`config.mk`:
```
export PLATFORM = sky130hd
export DESIGN_NAME = eet_target
export DESIGN_NICKNAME = d
export VERILOG_FILES = /design/src/rtl/eet_pkg.sv /design/src/rtl/eet_bus_sync.sv /design/src/rtl/eet_addr_ctr.sv /design/src/rtl/eet_target.sv
export SDC_FILE = /design/constraint.sdc
export NUM_CORES = 1
export LEC_CHECK = 0
export BUFFER_PORTS_ARGS = -buffer_cell sky130_fd_sc_hd__buf_4
export CAP_MARGIN = 10
export CELL_PAD_IN_SITES_DETAIL_PLACEMENT = 1
export CELL_PAD_IN_SITES_GLOBAL_PLACEMENT = 2
export CORE_MARGIN = 8
export CORE_UTILIZATION = 34
export DETAILED_ROUTE_END_ITERATION = 8
export PLACE_DENSITY_LB_ADDON = 0.1
export SLEW_MARGIN = 20
export SYNTH_ARGS = -nofsm -noshare
export SYNTH_HDL_FRONTEND = slang
export SYNTH_SLANG_ARGS = --single-unit
```
`constraint.sdc`:
```
create_clock -name clk -period 3.2 [get_ports clk]
set_input_delay 0.16 -clock clk [delete_from_list [all_inputs] [get_ports clk]]
set_output_delay 0.16 -clock clk [all_outputs]
set_load 0.1 [all_outputs]
```
`src/rtl/eet_pkg.sv`:
```
package eet_pkg;

    localparam int BYTE_W = 8;
    localparam logic [4:0] DEV_PREFIX = 5'b10100;

    typedef enum logic [3:0] {
        S_IDLE, S_DEV, S_AHI, S_ALO, S_WDAT,
        S_TACK, S_TX, S_TX_END, S_MACK, S_RNEXT
    } eng_state_t;

    typedef enum logic [1:0] {
        CTR_HOLD, CTR_LOAD, CTR_INC_ALL, CTR_INC_PAGE
    } ctr_op_t;

    typedef struct packed {
        logic rise;
        logic fall;
        logic high;
        logic sda;
        logic start;
        logic stop;
    } bus_ev_t;

    function automatic logic dev_hit(input logic [7:0] b, input logic [1:0] strap);
        return (b[7:3] == DEV_PREFIX) && (b[2:1] == strap);
    endfunction

endpackage

```
`src/rtl/eet_bus_sync.sv`:
```
module eet_bus_sync
    import eet_pkg::*;
#(
    parameter int STAGES = 2
) (
    input  logic    clk,
    input  logic    rst,
    input  logic    scl_i,
    input  logic    sda_i,
    output bus_ev_t ev
);
    localparam int PW = STAGES + 1;

    logic [1:0] raw, cur, prv;
    assign raw = {sda_i, scl_i};

    for (genvar ln = 0; ln < 2; ln++) begin : g_line
        logic [PW-1:0] pipe;
        always_ff @(posedge clk) begin
            if (rst) pipe <= '1;
            else     pipe <= {pipe[PW-2:0], raw[ln]};
        end
        assign cur[ln] = pipe[STAGES-1];
        assign prv[ln] = pipe[STAGES];
    end

    always_comb begin
        ev.rise  = cur[0] & ~prv[0];
        ev.fall  = ~cur[0] & prv[0];
        ev.high  = cur[0];
        ev.sda   = cur[1];
        ev.start = cur[0] & prv[0] & prv[1] & ~cur[1];
        ev.stop  = cur[0] & prv[0] & ~prv[1] & cur[1];
    end


    ev_excl_chk: assert property (@(posedge clk) disable iff (rst)
        $onehot0({ev.rise, ev.fall, ev.start, ev.stop}));

endmodule

```
`src/rtl/eet_addr_ctr.sv`:
```
module eet_addr_ctr
    import eet_pkg::*;
#(
    parameter int ADDR_W    = 16,
    parameter int PAGE_BITS = 7
) (
    input  logic              clk,
    input  logic              rst,
    input  ctr_op_t           op,
    input  logic [ADDR_W-1:0] load_val,
    output logic [ADDR_W-1:0] ctr
);
    localparam logic [ADDR_W-1:0]    ONE_A = {{(ADDR_W-1){1'b0}}, 1'b1};
    localparam logic [PAGE_BITS-1:0] ONE_P = {{(PAGE_BITS-1){1'b0}}, 1'b1};

    always_ff @(posedge clk) begin
        if (rst) begin
            ctr <= '0;
        end else begin
            case (op)
                CTR_LOAD:     ctr <= load_val;
                CTR_INC_ALL:  ctr <= ctr + ONE_A;
                CTR_INC_PAGE: ctr[PAGE_BITS-1:0] <= ctr[PAGE_BITS-1:0] + ONE_P;
                default:      ctr <= ctr;
            endcase
        end
    end

endmodule

```
`src/rtl/eet_target.sv`:
```
module eet_target
    import eet_pkg::*;
#(
    parameter int ADDR_W      = 16,
    parameter int PAGE_BITS   = 7,
    parameter int SYNC_STAGES = 2
) (
    input  logic              clk,
    input  logic              rst,
    input  logic              scl_i,
    input  logic              sda_i,
    input  logic [1:0]        strap_i,
    input  logic              busy_i,
    output logic              sda_oe_o,
    output logic [ADDR_W-1:0] rd_addr_o,
    input  logic [BYTE_W-1:0] rd_data_i,
    output logic              wr_req_o,
    output logic [ADDR_W-1:0] wr_addr_o,
    output logic [BYTE_W-1:0] wr_data_o
);
    localparam int          HI_W     = ADDR_W - BYTE_W;
    localparam logic [3:0]  LAST_BIT = 4'(BYTE_W - 1);

    bus_ev_t           ev;
    eng_state_t        st, nxt;
    logic [3:0]        bitcnt;
    logic [BYTE_W-1:0] shreg, txreg, byte_in;
    logic [HI_W-1:0]   hi_q;
    logic              ack_on;
    logic              byte_end;
    ctr_op_t           ctr_op;
    logic [ADDR_W-1:0] ctr_q;

    eet_bus_sync #(.STAGES(SYNC_STAGES)) sync_i (
        .clk(clk), .rst(rst), .scl_i(scl_i), .sda_i(sda_i), .ev(ev)
    );

    eet_addr_ctr #(.ADDR_W(ADDR_W), .PAGE_BITS(PAGE_BITS)) ctr_i (
        .clk(clk), .rst(rst), .op(ctr_op),
        .load_val({hi_q, byte_in}), .ctr(ctr_q)
    );

    assign byte_in   = {shreg[BYTE_W-2:0], ev.sda};
    assign byte_end  = ev.rise && (bitcnt == LAST_BIT);
    assign rd_addr_o = ctr_q;

    always_comb begin
        ctr_op = CTR_HOLD;
        if (!ev.start && !ev.stop) begin
            if (byte_end && st == S_ALO)  ctr_op = CTR_LOAD;
            if (byte_end && st == S_WDAT) ctr_op = CTR_INC_PAGE;
            if (ev.fall && ((st == S_TACK && ack_on && nxt == S_TX) || st == S_RNEXT))
                ctr_op = CTR_INC_ALL;
        end
    end

    always_ff @(posedge clk) begin
        if (rst) begin
            st        <= S_IDLE;
            nxt       <= S_IDLE;
            bitcnt    <= '0;
            shreg     <= '0;
            txreg     <= '1;
            hi_q      <= '0;
            ack_on    <= 1'b0;
            wr_req_o  <= 1'b0;
            wr_addr_o <= '0;
            wr_data_o <= '0;
        end else begin
            wr_req_o <= 1'b0;
            if (ev.start) begin
                st     <= S_DEV;
                bitcnt <= '0;
                ack_on <= 1'b0;
            end else if (ev.stop) begin
                st     <= S_IDLE;
                ack_on <= 1'b0;
            end else begin
                case (st)
                    S_DEV, S_AHI, S_ALO, S_WDAT: if (ev.rise) begin
                        shreg  <= byte_in;
                        bitcnt <= bitcnt + 4'd1;
                        if (byte_end) begin
                            bitcnt <= '0;
                            st     <= S_TACK;
                            ack_on <= 1'b0;
                            case (st)
                                S_DEV: begin
                                    if (!dev_hit(byte_in, strap_i) || busy_i) st <= S_IDLE;
                                    nxt <= byte_in[0] ? S_TX : S_AHI;
                                end
                                S_AHI: begin
                                    hi_q <= byte_in[HI_W-1:0];
                                    nxt  <= S_ALO;
                                end
                                S_ALO: nxt <= S_WDAT;
                                default: begin
                                    wr_req_o  <= 1'b1;
                                    wr_addr_o <= ctr_q;
                                    wr_data_o <= byte_in;
                                    nxt       <= S_WDAT;
                                end
                            endcase
                        end
                    end
                    S_TACK: if (ev.fall) begin
                        if (!ack_on) begin
                            ack_on <= 1'b1;
                        end else begin
                            ack_on <= 1'b0;
                            st     <= nxt;
                            bitcnt <= '0;
                            if (nxt == S_TX) txreg <= rd_data_i;
                        end
                    end
                    S_TX: begin
                        if (ev.rise) begin
                            bitcnt <= bitcnt + 4'd1;
                            if (bitcnt == LAST_BIT) st <= S_TX_END;
                        end else if (ev.fall) begin
                            txreg <= {txreg[BYTE_W-2:0], 1'b1};
                        end
                    end
                    S_TX_END: if (ev.fall) st <= S_MACK;
                    S_MACK:   if (ev.rise) st <= ev.sda ? S_IDLE : S_RNEXT;
                    S_RNEXT:  if (ev.fall) begin
                        txreg  <= rd_data_i;
                        bitcnt <= '0;
                        st     <= S_TX;
                    end
                    default: ;
                endcase
            end
        end
    end

    assign sda_oe_o = (st == S_TACK && ack_on) ||
                      ((st == S_TX || st == S_TX_END) && !txreg[BYTE_W-1]);


    start_release_chk: assert property (@(posedge clk) disable iff (rst)
        ev.start |=> !sda_oe_o);

    busy_noack_chk: assert property (@(posedge clk) disable iff (rst)
        (st == S_DEV && byte_end && busy_i && !ev.start && !ev.stop) |=> st == S_IDLE);

    wr_on_rise_chk: assert property (@(posedge clk) disable iff (rst)
        wr_req_o |-> $past(ev.rise));

    page_keep_chk: assert property (@(posedge clk) disable iff (rst)
        wr_req_o |-> ctr_q[ADDR_W-1:PAGE_BITS] == wr_addr_o[ADDR_W-1:PAGE_BITS]);

    oe_scl_low_chk: assert property (@(posedge clk) disable iff (rst)
        !$stable(sda_oe_o) |-> !ev.high);

endmodule

```
==> impl_metrics.env <==
export IMPL_cap_viol_max_count=0
export IMPL_vias_per_cell=5.39
export IMPL_grt_pass1_vias=3669
export IMPL_final_cells=680
export IMPL_grt_pass1_wl_microns=19300
export IMPL_place_hpwl_microns=8160
export IMPL_final_period_utilization=0.914
export IMPL_p_per_area_nw_per_um2=518
export IMPL_crit_type="reg -> reg"
export IMPL_ys_ff_latch=82
export IMPL_clk_pin_slew_ps=60
export IMPL_p_total_mw=2.53
export IMPL_grt_max_degree=78
export IMPL_ir_worst_vdd_mv=0.286
export IMPL_timing_final_ws_setup_ps=277
export IMPL_cts_tree="yes"
export IMPL_dp_worst_setup_slack_ps=294
export IMPL_grtUsageMet1=0.196
export IMPL_ios=57
export IMPL_die_area_sq_um=15600
export IMPL_critPathCaptureType="flip-flop"
export IMPL_syn_area_per_cell_sq_um=8.28
export IMPL_antenna_cells=0
export IMPL_place_inst=662
export IMPL_cts_resized=0
export IMPL_first_pass_iters=4
export IMPL_clock_fmax_ghz=0.342
export IMPL_layout_min_cycle_time_ps=2920
export IMPL_grt_usage=0.149
export IMPL_synth_edf_count=0
export IMPL_io_buffers=56
export IMPL_synth_cells=486
export IMPL_antenna_found_initial=0
export IMPL_setup_viol=0
export IMPL_cp_start_kind="flip-flop"
export IMPL_outcome="finished, final reports clean"
export IMPL_stdcell_area_sq_um=4870
export IMPL_grt_ovfl_total=0
export IMPL_critPathRequiredTime_ps=3470
export IMPL_synth_area_top_cells="dfxtp_1 41%, a21oi_1 6.2%, mux2i_1 6.0%, nand2_1 5.9%, nor2_1 4.7%"
export IMPL_crit_arrival_ps=3190
export IMPL_core_area_sq_um=11500
export IMPL_routed_wl_microns=11800
export IMPL_worst_slew_pin_slew_ps=808
export IMPL_hold_class="in -> reg"
export IMPL_rows=39
export IMPL_slew_violations=0
export IMPL_use_met2=0.237
export IMPL_yosysTopAreaCellShare=0.408
export IMPL_synth_most_common_cell="dfxtp_1"
export IMPL_drt_initial_drc_count=135
export IMPL_via_count=3664
export IMPL_placed_area_sq_um=4540
export IMPL_gp_congestion=0.790
export IMPL_drive_gt1_frac=0.190
export IMPL_clock_root_buffer="clkbuf_16"
export IMPL_ant_nets=0
export IMPL_synthesis_nets=507
export IMPL_area_growth_pct=21.1
export IMPL_clock_path_buffers=2
export IMPL_final_setup_tns_ps=0
export IMPL_fin_skew_ps=4.74
export IMPL_rsz0062_at_grt="no"
export IMPL_yosysWarnings=0
export IMPL_grt_busiest_layer="met2"
export IMPL_fp_dieH_microns=125
export IMPL_ys_flop_type="dfxtp_1"
export IMPL_numCtsBuffers=9
export IMPL_crit_fanout=11
export IMPL_synth_async_reset_ratio=0
export IMPL_p_leak_nw=1.80
export IMPL_ys_types=69
export IMPL_synthesis_area_sq_um=4030
export IMPL_use_met3=0.0294
export IMPL_wire_per_inst_microns=17.4
export IMPL_h_tree_depth=3
export IMPL_ys_seq_area_frac=0.408
export IMPL_finalHoldViolCount=0
export IMPL_cts_sinks=82
export IMPL_cts_setup_buffers=0
export IMPL_die_x_microns=125
export IMPL_yosys_top_cells_count="82 x dfxtp_1, 63 x nand2_1, 50 x a21oi_1, 50 x nor2_1, 24 x mux2i_1"
export IMPL_start_util=0.351
export IMPL_drc=0
export IMPL_slew_headroom=0.461
export IMPL_synth_area_leader_cell="dfxtp_1"
export IMPL_clock_latency_ps=340
export IMPL_fin_nets=553
[critical path, stage by stage, from the launching register on]
cell and delay, ps:
dfxtp_1 380, ha_1 220, nand3b_1 160, or3_1 390
or3_1 390, nand2_2 110, ha_1 200, a21oi_1 80
buf_4 180, or3b_2 450, a21o_1 190, a21oi_1 100
[cell families (layout without fill, tap and decap cells)]
| family | Yosys count | after routing | share of synthesized area |
|---|---|---|---|
| adders and majority gates | 6 | 6 | 0.0186 |
| DFF | 82 | 82 | 0.408 |
| AOI/OAI and AO/OA | 115 | 115 | 0.185 |
| buffers and inverters | 48 | 99 | 0.0544 |
| and+or+nand+nor | 207 | 207 | 0.266 |
| xor gates and xnor gates | 4 | 4 | 0.00870 |
| muxes | 24 | 24 | 0.0597 |
[layer usage]
layer  vias up  wire [microns]  part of all wire
li1       1820               -                 -
met1      1787            5830              0.49
met2        45            5440              0.46
met3        12             387             0.033
met4         0             156             0.013
met5         -               0                 0
[area by class of cell]
cell class / count / area [sq um]
multi-input combinational: 356 / 2170
tap: 143 / 179
clock inverter: 6 / 73.8
sequential: 82 / 1640
fill: 1370 / 6590
clock buffer: 10 / 239
inverter: 14 / 52.6
timing repair buffer: 69 / 523
[path summary, 6_finish.rpt]
check	startpoint	endpoint	slack, ps	cells past startpoint
worst max-delay path	bitcnt[0]	ctr_i.ctr[2]	280	11
worst max register to register	bitcnt[0]	ctr_i.ctr[2]	280	11
worst min-delay path	rd_data_i[0]	txreg[0]	90	3
worst min register to register	sync_i.g_line[0].pipe[0]	sync_i.g_line[0].pipe[1]	410	1
[report_power, final]
part	internal, mW	leakage (nW)	switching [mW]	total [mW]
Combinational	0.141	0.987	0.190	0.331
Clock	0.635	0.147	0.446	1.08
Sequential	1.05	0.663	0.0607	1.11
Total	1.83	1.80	0.697	2.53
[state kept, by name, summed over array words and instances (netlist names)]
name	count
st	4
nxt	3
wr_addr_o	16
bitcnt	4
wr_req_o	1
ctr_i.ctr	16
ack_on	1
shreg	7
sync_i.g_line.pipe	6
hi_q	8
txreg	8
wr_data_o	8
[placed cells by master, fill, tap and decap left out, types with 7 or more instances in the layout]
cell type  netlist  layout
dfxtp_1         82      82
buf_4            0      67
nand2_1         63      63
nor2_1          50      50
a21oi_1         50      50
mux2i_1         24      24
inv_1           14      14
nand3_1         12      12
o21ai_0         10      10
or2_2            9       9
clkbuf_16        0       9
and3_1           8       8
nand2b_1         7       7
nor3_1           7       7
or3_1            7       7
a211o_1          7       7
[through the flow]
step,util,hold WS (ps)
floorplan,-,264
global placement,0.396,347
detailed placement,0.396,352
CTS,0.425,79.2
global route,0.425,104
finish,0.425,85.9
[timing repair]
item	in CTS	in global routing
endpoints found under the hold margin	2	0
hold buffers	2	0
setup endpoints to repair	0	0
Note: power is estimated with default switching activity, not from simulation.
